<file path="src/rtl/nip_pkg.sv">
package nip_pkg;
   localparam int NIP_LEVELS = 4;
   typedef logic [1:0] nip_lvl_t;

   // returns {valid, level} of the highest set in-service bit
   function automatic logic [2:0] nip_top_level(input logic [NIP_LEVELS-1:0] isr);
      logic [2:0] r;
      r = 3'b000;
      for (int l = 0; l < NIP_LEVELS; l++) begin
         if (isr[l]) r = {1'b1, 2'(l)};
      end
      return r;
   endfunction
endpackage

</file>
<file path="src/rtl/nip_ext_cond.sv">
module nip_ext_cond #(
   parameter int NUM_EXT = 2
) (
   input  logic               clk,
   input  logic               rst_n,
   input  logic [NUM_EXT-1:0] pin_n,
   input  logic [NUM_EXT-1:0] edge_mode,
   input  logic [NUM_EXT-1:0] clr,
   output logic [NUM_EXT-1:0] req
);
   genvar p;
   generate
      for (p = 0; p < NUM_EXT; p++) begin : g_pin
         logic smp_now;
         logic smp_old;
         logic flag;
         logic fall;

         assign fall = smp_old & ~smp_now;

         always_ff @(posedge clk or negedge rst_n) begin
            if (!rst_n) begin
               smp_now <= 1'b1;
               smp_old <= 1'b1;
               flag    <= 1'b0;
            end else begin
               smp_now <= pin_n[p];
               smp_old <= smp_now;
               if (!edge_mode[p])  flag <= 1'b0;
               else if (fall)      flag <= 1'b1;
               else if (clr[p])    flag <= 1'b0;
            end
         end

         assign req[p] = edge_mode[p] ? flag : ~smp_now;
      end
   endgenerate
endmodule

</file>
<file path="src/rtl/nip_arbiter.sv">
module nip_arbiter
   import nip_pkg::*;
#(
   parameter int NUM_SRC = 8,
   parameter int IDX_W   = $clog2(NUM_SRC)
) (
   input  logic [NUM_SRC-1:0] pend,
   input  logic [NUM_SRC-1:0] prio_lo,
   input  logic [NUM_SRC-1:0] prio_hi,
   output logic               any,
   output logic [IDX_W-1:0]   win_idx,
   output nip_lvl_t           win_lvl
);
   logic [NIP_LEVELS-1:0][NUM_SRC-1:0] hit;

   genvar l, i;
   generate
      for (l = 0; l < NIP_LEVELS; l++) begin : g_lvl
         for (i = 0; i < NUM_SRC; i++) begin : g_src
            assign hit[l][i] = pend[i] && ({prio_hi[i], prio_lo[i]} == nip_lvl_t'(l));
         end
      end
   endgenerate

   always_comb begin
      any     = 1'b0;
      win_lvl = '0;
      win_idx = '0;
      for (int k = 0; k < NIP_LEVELS; k++) begin
         if (|hit[k]) begin
            any     = 1'b1;
            win_lvl = nip_lvl_t'(k);
         end
      end
      for (int s = NUM_SRC - 1; s >= 0; s--) begin
         if (hit[win_lvl][s]) win_idx = IDX_W'(s);
      end
   end
endmodule

</file>
<file path="src/rtl/nip_level_track.sv">
module nip_level_track
   import nip_pkg::*;
(
   input  logic                  clk,
   input  logic                  rst_n,
   input  logic                  grant,
   input  nip_lvl_t              grant_lvl,
   input  logic                  reti,
   output logic [NIP_LEVELS-1:0] isr_q,
   output logic                  act_valid,
   output nip_lvl_t              act_lvl
);
   logic [2:0]            top_now;
   logic [2:0]            top_after;
   logic [NIP_LEVELS-1:0] isr_eff;

   always_comb begin
      top_now = nip_top_level(isr_q);
      isr_eff = isr_q;
      if (reti && top_now[2]) isr_eff[top_now[1:0]] = 1'b0;
      top_after = nip_top_level(isr_eff);
      act_valid = top_after[2];
      act_lvl   = top_after[1:0];
   end

   always_ff @(posedge clk or negedge rst_n) begin
      if (!rst_n) isr_q <= '0;
      else        isr_q <= isr_eff | (grant ? (NIP_LEVELS'(1) << grant_lvl) : '0);
   end
endmodule

</file>
<file path="src/rtl/nip_ctrl.sv">
module nip_ctrl
   import nip_pkg::*;
#(
   parameter int NUM_SRC = 8,
   parameter int NUM_EXT = 2,
   localparam int IDX_W  = $clog2(NUM_SRC),
   localparam int NUM_PER = NUM_SRC - NUM_EXT
) (
   input  logic               clk,
   input  logic               rst_n,
   input  logic [NUM_EXT-1:0] ext_pin_n,
   input  logic [NUM_EXT-1:0] ext_edge_mode,
   input  logic [NUM_PER-1:0] periph_req,
   input  logic [NUM_SRC-1:0] src_en,
   input  logic [NUM_SRC-1:0] prio_lo,
   input  logic [NUM_SRC-1:0] prio_hi,
   input  logic               global_en,
   input  logic               insn_boundary,
   input  logic               reti,
   input  logic               sleep,
   output logic               irq_req,
   output logic [IDX_W-1:0]   irq_idx,
   output logic               wake
);
   generate
      if (NUM_EXT < 1)        begin : g_bad_ext  $error("NUM_EXT must be at least 1"); end
      if (NUM_SRC <= NUM_EXT) begin : g_bad_src  $error("NUM_SRC must exceed NUM_EXT"); end
   endgenerate

   logic [NUM_EXT-1:0]    ext_req;
   logic [NUM_EXT-1:0]    ext_clr;
   logic [NUM_SRC-1:0]    pend;
   logic                  any;
   logic [IDX_W-1:0]      win_idx;
   nip_lvl_t              win_lvl;
   logic                  act_valid;
   nip_lvl_t              act_lvl;
   logic [NIP_LEVELS-1:0] isr_q;
   logic                  grant;

   nip_ext_cond #(.NUM_EXT(NUM_EXT)) u_ext (
      .clk(clk), .rst_n(rst_n), .pin_n(ext_pin_n), .edge_mode(ext_edge_mode),
      .clr(ext_clr), .req(ext_req)
   );

   assign pend = {periph_req, ext_req} & src_en;

   nip_arbiter #(.NUM_SRC(NUM_SRC), .IDX_W(IDX_W)) u_arb (
      .pend(pend), .prio_lo(prio_lo), .prio_hi(prio_hi),
      .any(any), .win_idx(win_idx), .win_lvl(win_lvl)
   );

   assign grant = global_en && insn_boundary && any && (!act_valid || (win_lvl > act_lvl));

   genvar e;
   generate
      for (e = 0; e < NUM_EXT; e++) begin : g_clr
         assign ext_clr[e] = grant && (win_idx == IDX_W'(e));
      end
   endgenerate

   nip_level_track u_lvl (
      .clk(clk), .rst_n(rst_n), .grant(grant), .grant_lvl(win_lvl), .reti(reti),
      .isr_q(isr_q), .act_valid(act_valid), .act_lvl(act_lvl)
   );

   always_ff @(posedge clk or negedge rst_n) begin
      if (!rst_n) begin
         irq_req <= 1'b0;
         irq_idx <= '0;
      end else begin
         irq_req <= grant;
         if (grant) irq_idx <= win_idx;
      end
   end

   assign wake = sleep && |(ext_req & src_en[NUM_EXT-1:0]);
endmodule

</file>
<file path="config.mk">
export PLATFORM = sky130hd
export DESIGN_NAME = nip_ctrl
export DESIGN_NICKNAME = d
export VERILOG_FILES = /design/src/rtl/nip_pkg.sv /design/src/rtl/nip_ext_cond.sv /design/src/rtl/nip_arbiter.sv /design/src/rtl/nip_level_track.sv /design/src/rtl/nip_ctrl.sv
export SDC_FILE = /design/constraint.sdc
export NUM_CORES = 1
export LEC_CHECK = 0
export BUFFER_PORTS_ARGS = -buffer_cell sky130_fd_sc_hd__buf_2
export CAP_MARGIN = 10
export CORE_MARGIN = 2
export CORE_UTILIZATION = 46
export CTS_CLUSTER_SIZE = 12
export DETAILED_ROUTE_END_ITERATION = 6
export PLACE_DENSITY = 0.81
export RECOVER_POWER = 100
export SKIP_CTS_REPAIR_TIMING = 1
export SYNTH_ARGS = -nofsm -noshare
export SYNTH_HDL_FRONTEND = slang
export SYNTH_SLANG_ARGS = --single-unit
</file>
<file path="constraint.sdc">
create_clock -name clk -period 3.1 [get_ports clk]
set_input_delay 0.62 -clock clk [delete_from_list [all_inputs] [get_ports clk]]
set_output_delay 0.62 -clock clk [all_outputs]
set_load 0.05 [all_outputs]
</file>
Word-level counts from Yosys, hierarchy flattened

Cells that the tools add are included.

Shift-type cells: 1
Reduce and logical (&&, ||, !) cells: 56
Eq/ne operators: 27
Bitwise gates (word level): 9
Mux-type cells: 37
$lt $le $gt $ge: 4

Operators by type and width:

| operator                                                                     | count |
|---|---|
| 3-bit two-way mux                                                            | 16 |
| 1-bit logical AND                                                            | 40 |
| 2-bit equality test, second input constant                                   | 16 |
| 8-bit OR reduction                                                           | 4 |
| 8-bit binary-select mux with 2-bit select                                    | 1 |
| 2-bit by 1-bit equality test with 1-bit output, second input constant        | 8 |
| 2-bit zero test                                                              | 8 |
| 1-bit two-way mux                                                            | 14 |
| 8-bit AND                                                                    | 1 |
| 4-bit two-way mux                                                            | 2 |
| 8-bit two-way mux                                                            | 1 |
| 2-bit by 3-bit less-than comparator with 1-bit output, second input constant | 2 |
| 3-bit by 1-bit != test with 1-bit output, second input constant              | 2 |
| 4-bit AND                                                                    | 1 |
| 2-bit two-way mux                                                            | 2 |
| 4-bit inverter                                                               | 1 |
| 4-bit bitwise OR                                                             | 1 |
| 1-bit by 2-bit left shift with 4-bit output, first input constant            | 1 |
| 3-bit by 1-bit equality test with 1-bit output, second input constant        | 1 |
| 3-bit zero test                                                              | 1 |
| 1-bit AND                                                                    | 2 |
| 2-bit AND                                                                    | 1 |
| 1-bit demux with 2-bit select                                                | 1 |
| 2-bit by 1-bit >= comparator with 1-bit output, second input constant        | 1 |
| 5 further kinds                                                              | 6 |

Output and inout port bits: 5
Word-level logic and storage cells: 143
Bits in registers: 14

Longest topological paths before layout

Gate-level depths: netlist of the first run.

Depth after elaboration: 23
Depth in mapped cells: 15

Cells and area by module

From an unflattened synthesis of the first run, not the netlist that was laid out.

Cells, all modules: 164
Area total of the unflattened synthesis: 1395.1 um2

Modules (own cells, without submodules):

| module          | times used | seq. area each (um2) | cells an instance | area each (um2) |
|---|---|---|---|---|
| nip_arbiter     | 1          | 0.0                  | 95                | 616.8 |
| nip_ctrl        | 1          | 100.1                | 28                | 314.1 |
| nip_level_track | 1          | 100.1                | 25                | 236.5 |
| nip_ext_cond    | 1          | 155.1                | 16                | 227.7 |

Worst setup path after synthesis of the first run

No wires, ideal clock.

Path type: input to register
Start point: input ext_edge_mode[1]
End point: register u_ext.g_pin[1].flag
Setup time: 128 ps
Cell stages on the path: 15
Required time: 2972 ps
Data arrival time: 3068 ps
Setup slack: -95 ps
Path through: or2b_1 and3_4 or3_4 or2_1 buf_6 a21oi_2 ha_1 nand2_1 o21ai_0 nand2_1 o211ai_1 a21o_1 buf_2 nor4b_1 nor2_1

Word-level cells in the longest chain between the ends: 20
Elaborated cells between the ends (all ways): 35
Those cells by class: order compare (1); eq/ne (2); mux (19); bitwise (1); reduce/logical (12)

RTL lines:

| element                                            | line               | source |
|---|---|---|
| start, declared                                    | nip_ctrl.sv:12     | `input logic [NUM_EXT-1:0] ext_edge_mode,` |
| 1-bit two-way mux                                  | nip_ext_cond.sv:35 | `assign req[p] = edge_mode[p] ? flag : ~smp_now;` |
| 8-bit AND                                          | nip_ctrl.sv:46     | `assign pend = {periph_req, ext_req} & src_en;` |
| 1-bit logical AND                                  | nip_arbiter.sv:20  | `assign hit[l][i] = pend[i] && ({prio_hi[i], prio_lo[i]} == nip_lvl_t'(l));` |
| 8-bit OR reduction                                 | nip_arbiter.sv:30  | `if (\|hit[k]) begin` |
| 1-bit two-way mux                                  | nip_arbiter.sv:30  |  |
| 2-bit two-way mux (2 in series)                    | nip_arbiter.sv:30  |  |
| 8-bit binary-select mux with 2-bit select          | nip_arbiter.sv:36  | `if (hit[win_lvl][s]) win_idx = IDX_W'(s);` |
| 8-bit two-way mux (implied by the code)            | nip_arbiter.sv:36  |  |
| 3-bit two-way mux (8 in series)                    | nip_arbiter.sv:36  |  |
| 3-bit by 1-bit equality test with 1-bit output     | nip_ctrl.sv:58     | `assign ext_clr[e] = grant && (win_idx == IDX_W'(e));` |
| 1-bit logical AND                                  | nip_ctrl.sv:58     |  |
| 3-bit by 1-bit != test with 1-bit output (no line) | --                 |  |
| end signal, assigned                               | nip_ext_cond.sv:29 | `if (!edge_mode[p]) flag <= 1'b0;` |
| end signal, assigned                               | nip_ext_cond.sv:30 | `else if (fall) flag <= 1'b1;` |
| end signal, assigned                               | nip_ext_cond.sv:31 | `else if (clr[p]) flag <= 1'b0;` |
| end, declared                                      | nip_ext_cond.sv:16 | `logic flag;` |

Several ways; a longest one is shown, not always the timed one. The select of a mux whose other input is x is not followed.
A chain may end at the register's enable or synchronous reset.

Final worst setup path of the first run

Start point: register u_ext.g_pin[0].smp_now
End point: register irq_idx[0]

Word-level cells in the longest chain between the ends: 18
Elaborated cells between the ends (all ways): 32
Those cells by class: order compare (1); mux (18); bitwise (2); reduce/logical (11)

RTL lines:

| element                                   | line               | source |
|---|---|---|
| start, declared                           | nip_ext_cond.sv:14 | `logic smp_now;` |
| start signal, assigned                    | nip_ext_cond.sv:27 | `smp_now <= pin_n[p];` |
| 1-bit inverter *                          | nip_ext_cond.sv:35 |  |
| 1-bit two-way mux *                       | nip_ext_cond.sv:35 |  |
| 8-bit AND *                               | nip_ctrl.sv:46     |  |
| 1-bit logical AND                         | nip_arbiter.sv:20  |  |
| 8-bit OR reduction                        | nip_arbiter.sv:30  |  |
| 1-bit two-way mux                         | nip_arbiter.sv:30  |  |
| 2-bit two-way mux (2 in series)           | nip_arbiter.sv:30  |  |
| 8-bit binary-select mux with 2-bit select | nip_arbiter.sv:36  |  |
| 8-bit two-way mux (implied by the code)   | nip_arbiter.sv:36  |  |
| 3-bit two-way mux (8 in series)           | nip_arbiter.sv:36  |  |
| end signal, assigned                      | nip_ctrl.sv:73     | `if (grant) irq_idx <= win_idx;` |
| end, declared                             | nip_ctrl.sv:22     | `output logic [IDX_W-1:0] irq_idx,` |

Every way passes the cells marked *; elsewhere a longest branch is shown, timed or not. The select of a mux whose other input is x is not followed.

==> results_dict.tcl, run 1 <==
set metrics [dict create \
    vias 1559 \
    dieArea_um2 3556 \
    maxCapViolations 0 \
    antenna_found_initial 0 \
    ys_seq_area_share_pct 24.96 \
    vdd_drop_max_mv 0.2915 \
    io_pins 45 \
    die_h_um 59.64 \
    power_w 0.0006946 \
    grt_max_degree 15 \
    grt_pass1_wl_mm 6.361 \
    numCtsBuffers 3 \
    viasPerCell 5.839 \
    ys_async_sr_fraction_pct 100.0 \
    drt_iter0_drc 76 \
    synth_edf_count 0 \
    fin_crit_ns 2.992 \
    avgSynthCellArea_um2 8.682 \
    critPathArrivalTime_ns 3.16 \
    p_sw_share_pct 39.73 \
    fp.dieW_um 59.64 \
    placementRows 20 \
    syn-cell-area_um2 1424 \
    rsz0062_at_grt "no" \
    fin_crit_sh_pct 96.51 \
    worst_slew_pin_slew_ns 0.7071 \
    wl_mm 3.724 \
    clock_skew_ns 0.01258 \
    grt-ovfl-total 0 \
    drive_gt1_share_pct 38.03 \
    clockRootBuffer "clkbuf_4" \
    hold_viol 0 \
    synthCells 164 \
    drv_slew 0 \
    end_kind "flop" \
    wl_per_cell_um 13.95 \
    clk_latency_ns 0.28 \
    ant_nets 0 \
    ys_warn_count 0 \
    crit_required_ns 3.27 \
    max-slew-margin-rel_pct 52.86 \
    critical_path.top_delay_family "compound AO/OA/AOI/OAI gates" \
    fin_area_um2 1874 \
    syn_nets 206 \
    p_per_area_nw_per_um2 370.6 \
    crit_fanout 6 \
    placed_area_um2 1844 \
    first_pass_iters 4 \
    max_freq_ghz 0.3342 \
    p_leak_nw 0.8351 \
    cts_tree "built" \
    clock_sinks 14 \
    synth_ff_type "dfrtp_1" \
    cts_buffer_depth 2 \
    drc 0 \
    cts.htree.levels 1 \
    yosysUniqueCellTypes 57 \
    synth.ff_latch_count 14 \
    port_buffers 44 \
    clkPwrFrac_pct 18.3 \
    hold_ws_ns 0.3541 \
    critPathLaunchType "flop" \
    min_path_type "input pin to asynchronous set/reset pin" \
    gp_congestion 0.8983 \
    diodes 0 \
    critPathKind "flop to flop" \
    grt_pass1_vias 1532 \
    crit_path_cell_trace "nor2_1, o21a_4, a311oi_4, and2_0, buf_4, a21oi_2, ha_1, nand2_1, o21ai_0, nand2_1, o211ai_1, a21o_2, buf_6, o31ai_1" \
    clk_pin_slew_ns 0.09 \
    cp_num_buf_inv 2 \
    run_status "finished, final reports clean" \
    internal_power_w 0.0004186 \
    start_util_pct 47.42 \
    pwr-share-comb_pct 49.5 \
    hpwl_mm 3.155 \
    nNetsFinal 277 \
    core_area_um2 3003 \
    crit_slowest_cell "dfstp_1" \
    syn2layout_area_growth_pct 31.63 \
    grt_usage_pct 23.26 \
    crit_path_frequent_cell "nand2_1" \
    p_seq_share_pct 32.1 \
    critical-path-max-stage-delay_ns 0.55 \
    final-setup-viol-count 0 \
    p_sw_w 0.0002759 \
]
==> stage by stage <==
step           utilization, %  cells  worst slack, ns  setup TNS [ns]
6_report                62.42    267           0.1081               0
4_1_cts                 62.63    266           0.1634               0
3_3_place_gp            61.42    262         -0.01562        -0.02420
5_1_grt                 62.42    267          0.02050               0
3_5_place_dp            61.42    262          -0.1118         -0.5084
2_1_floorplan               -    164          0.01506               0
==> final cells by class <==
type	count	area, um2
clock buffer	4	36.28
fill	286	1129
inverter	2	7.507
multi-input combinational	145	1033
sequential	14	355.3
tap	33	41.29
timing repair buffer	69	400.4
==> power by group through the flow <==
stage	Sequential (W)	Combinational [W]	Clock (W)
after floorplan	0.000272	0.000178	0
after global placement	0.000227	0.000339	0
after detailed placement	0.000227	0.000347	0
after CTS	0.000223	0.000348	0.000131
after global routing	0.000226	0.000377	0.000136
final	0.000223	0.000344	0.000127
==> logic make-up (layout without fill, tap and decap cells) <==
logic type	Yosys count	count (layout)	share of synthesized area [%]
AO/OA/AOI/OAI	42	42	25.57
XOR/XNOR	1	1	0.6152
flip-flops	14	14	24.96
AND/OR/NAND/NOR	98	98	43.15
multiplexers	2	2	1.494
adder cells (fa/ha/maj)	2	2	1.757
buffers and inverters	5	75	2.460
==> state kept, by name (all words and copies together) (netlist names) <==
name	count
u_ext.g_pin.smp_now	2
u_ext.g_pin.smp_old	2
irq_req	1
u_ext.g_pin.flag	2
u_lvl.isr_q	4
irq_idx	3
==> cells in the final DEF (no fill, tap or decap), types with 6 or more instances in the layout <==
master / n
buf_2: 38
buf_4: 23
clkbuf_1: 7
dfrtp_1: 10
nand2_1: 18
nand2b_1: 6
nand3_1: 8
nand4_1: 8
nand4b_1: 8
nor2_1: 11
o21ai_0: 9
==> per-layer routing <==
layer / global-route usage, % / vias up / wire, um
met1: 28.72 / 717 / 1652
met2: 42.23 / 53 / 1852
met4: 4.444 / 0 / 19
met5: 0 / - / 0
li1: - / 787 / -
met3: 4.148 / 2 / 200
==> final timing paths <==
check | depth (start not counted) | slack [ns] | from | end
worst max-delay path | 14 | 0.11 | u_ext.g_pin[0].smp_now | irq_idx[0]
worst min-delay path | 1 | 0.35 | rst_n | u_lvl.isr_q[0]
worst max register to register | 14 | 0.11 | u_ext.g_pin[0].smp_now | irq_idx[0]
worst min register to register | 0 | 0.38 | u_ext.g_pin[1].smp_now | u_ext.g_pin[1].smp_old
max in group asynchronous | 1 | 2.29 | rst_n | irq_idx[2]
min in group clk | 0 | 0.38 | u_ext.g_pin[1].smp_now | u_ext.g_pin[1].smp_old
==> synth_stat cells, types with 3 or more instances <==
library cell  instances  area, um2
a21oi_1               3      15.01
a31oi_1               3      18.77
dfrtp_1              10      250.2
dfstp_2               4      105.1
nand2_1              18      67.56
nand2b_1              6      37.54
nand3_1               8      40.04
nand3b_1              4      30.03
nand4_1               8      50.05
nand4b_1              8      70.07
nor2_1               11      41.29
nor2b_1               3      18.77
nor3_1                5      25.02
nor3b_1               4      30.03
o21ai_0               9      45.04
or3_1                 3      18.77
(Power assumes the default switching activity.)
==> inputs of run 2 (changes only) <==
CORE_ASPECT_RATIO = 0.7   (was unset)
CORE_UTILIZATION = 55   (was 46)
PLACE_DENSITY = 0.9   (was 0.81)
SLEW_MARGIN = 20   (was unset)
clock period = 3.5 ns   (was 3.1 ns; I/O delays follow)
==> run 2 against run 1 <==
Power fell by 8.5%. Clock skew decreased by 0.011 ns. Sequential power fell by 11%. Sequential cell count is the same. Via count up 2.2%. Combinational power shrank 18%. Register-to-register slack better by 0.25 ns.
==> results_dict.tcl, run 2 (synthesis results as in run 1) <==
set metrics [dict create \
    crit_fanout 9 \
    fin_crit_ns 3.298 \
    top_register "u_lvl.isr_q" \
    vdd_drop_max_mv 0.2332 \
    p_per_area_nw_per_um2 369.0 \
    die_h_um 46.57 \
    rsz0062_at_grt "no" \
    clockRootBuffer "clkbuf_8" \
    antenna_found_initial 0 \
    fp.dieW_um 64.82 \
    fin_crit_sh_pct 94.23 \
    grt_max_degree 15 \
    critPathKind "input pin to flop" \
    diodes 0 \
    grt_pass1_wl_mm 6.610 \
    clock_sinks 14 \
    final_common_cell "buf_2" \
    syn2layout_area_growth_pct 21.00 \
    critPathLaunchType "input pin" \
    start_util_pct 57.91 \
    vias 1594 \
    drv_slew 0 \
    placementRows 15 \
    nNetsFinal 257 \
    end_kind "flop" \
    hpwl_mm 3.353 \
    port_buffers 44 \
    largest_reg_flops 4 \
    dieArea_um2 3018 \
    grt_usage_pct 28.77 \
    drc 0 \
    wl_mm 4.066 \
    crit_required_ns 3.62 \
    cts_buffer_depth 2 \
    tns_ns 0 \
    io_pins 45 \
    cts.htree.levels 1 \
    largestRegisters "u_lvl.isr_q: 4 flops, irq_idx: 3 flops" \
    wl_per_cell_um 16.40 \
    clk_pin_slew_ns 0.06 \
    grt_pass1_vias 1472 \
    min_path_type "flop to flop" \
    first_pass_iters 5 \
    final-setup-viol-count 0 \
    max-slew-margin-rel_pct 49.12 \
    fillCellCount 199 \
    grt-ovfl-total 0 \
    layout_common_cells "buf_2 (38), nand2_1 (18), nor2_1 (11)" \
    drt_iter0_drc 84 \
    worst_slew_pin_slew_ns 0.7632 \
    clk_latency_ns 0.24 \
    critPathArrivalTime_ns 3.42 \
    drive_gt1_share_pct 30.37 \
    clock_skew_ns 0.001456 \
    run_status "finished, final reports clean" \
    max_freq_ghz 0.3032 \
    maxCapViolations 0 \
    cts_tree "built" \
    hold_viol 0 \
    utilization_pct 70.08 \
    numCtsBuffers 3 \
    gp_congestion 0.9523 \
    p_leak_nw 0.7423 \
    ant_nets 0 \
    viasPerCell 6.427 \
    core_area_um2 2459 \
]
==> run 2: changes by cell type in the layout (fill, tap and decap cells not counted), sizes merged <==
cell	previous run	this run
buf	62	42
==> run 2: stage by stage <==
stage | cells | setup slack, ns | hold slack (ns) | instance area [um2] | total power (W)
after CTS | 248 | 0.2484 | 0.3491 | 1752 | 0.0006452
final | 248 | 0.2020 | 0.3857 | 1723 | 0.0006357
after global placement | 244 | 0.1276 | 0.3657 | 1697 | 0.0004742
after global routing | 248 | 0.06181 | 0.3950 | 1723 | 0.0006722
after floorplan | 164 | 0.2247 | 0.3607 | 1424 | 0.0003960
after detailed placement | 244 | -0.006789 | 0.3677 | 1697 | 0.0004866
==> run 2: final cells by class <==
class / count / area, um2 / share of cell area [%]
Inverter: 2 / 7.507 / 0.4357
Multi-Input combinational cell: 145 / 1016 / 58.97
Timing Repair Buffer: 49 / 246.5 / 14.31
Clock buffer: 4 / 55.05 / 3.195
Sequential cell: 14 / 355.3 / 20.62
Tap cell: 34 / 42.54 / 2.469
==> run 2: layer usage <==
layer,up-vias,part of all wire (%),track usage (%),wire (um)
li1,745,-,-,-
met1,745,41,37.02,1666
met2,94,49,51.55,1976
met3,10,9.0,5.623,365
met4,0,1.4,5.106,58
met5,-,0,0,0
==> run 2: final timing paths <==
path                            slack, ns  cells past startpoint                endpoint              startpoint
worst max-delay path                 0.20                     14     u_ext.g_pin[1].flag              prio_lo[5]
worst min-delay path                 0.39                      0  u_ext.g_pin[1].smp_old  u_ext.g_pin[1].smp_now
worst max register to register       0.36                     13     u_ext.g_pin[1].flag  u_ext.g_pin[1].smp_now
worst min register to register       0.39                      0  u_ext.g_pin[1].smp_old  u_ext.g_pin[1].smp_now
max in group asynchronous            2.52                      1     u_ext.g_pin[1].flag                   rst_n
min in group asynchronous            0.50                      1     u_ext.g_pin[0].flag                   rst_n
==> run 2: critical path, cell delays in order <==
cell,delay [ns]
buf_2,0.14
nand4_1,0.14
nand4_1,0.22
or3_1,0.42
or2_1,0.28
a21oi_2,0.19
ha_1,0.26
nand2_1,0.05
o21ai_0,0.07
nand2_1,0.08
o211ai_1,0.14
a21o_1,0.28
nor4b_1,0.36
nor2_1,0.08
==> run 2: power breakdown <==
group / internal, W / leakage, nW / total [W] / switching [W]
Clock: 0.0000996 / 0.0288 / 0.000156 / 0.0000567
Sequential: 0.000186 / 0.173 / 0.000198 / 0.0000124
Combinational: 0.0000988 / 0.540 / 0.000281 / 0.000182
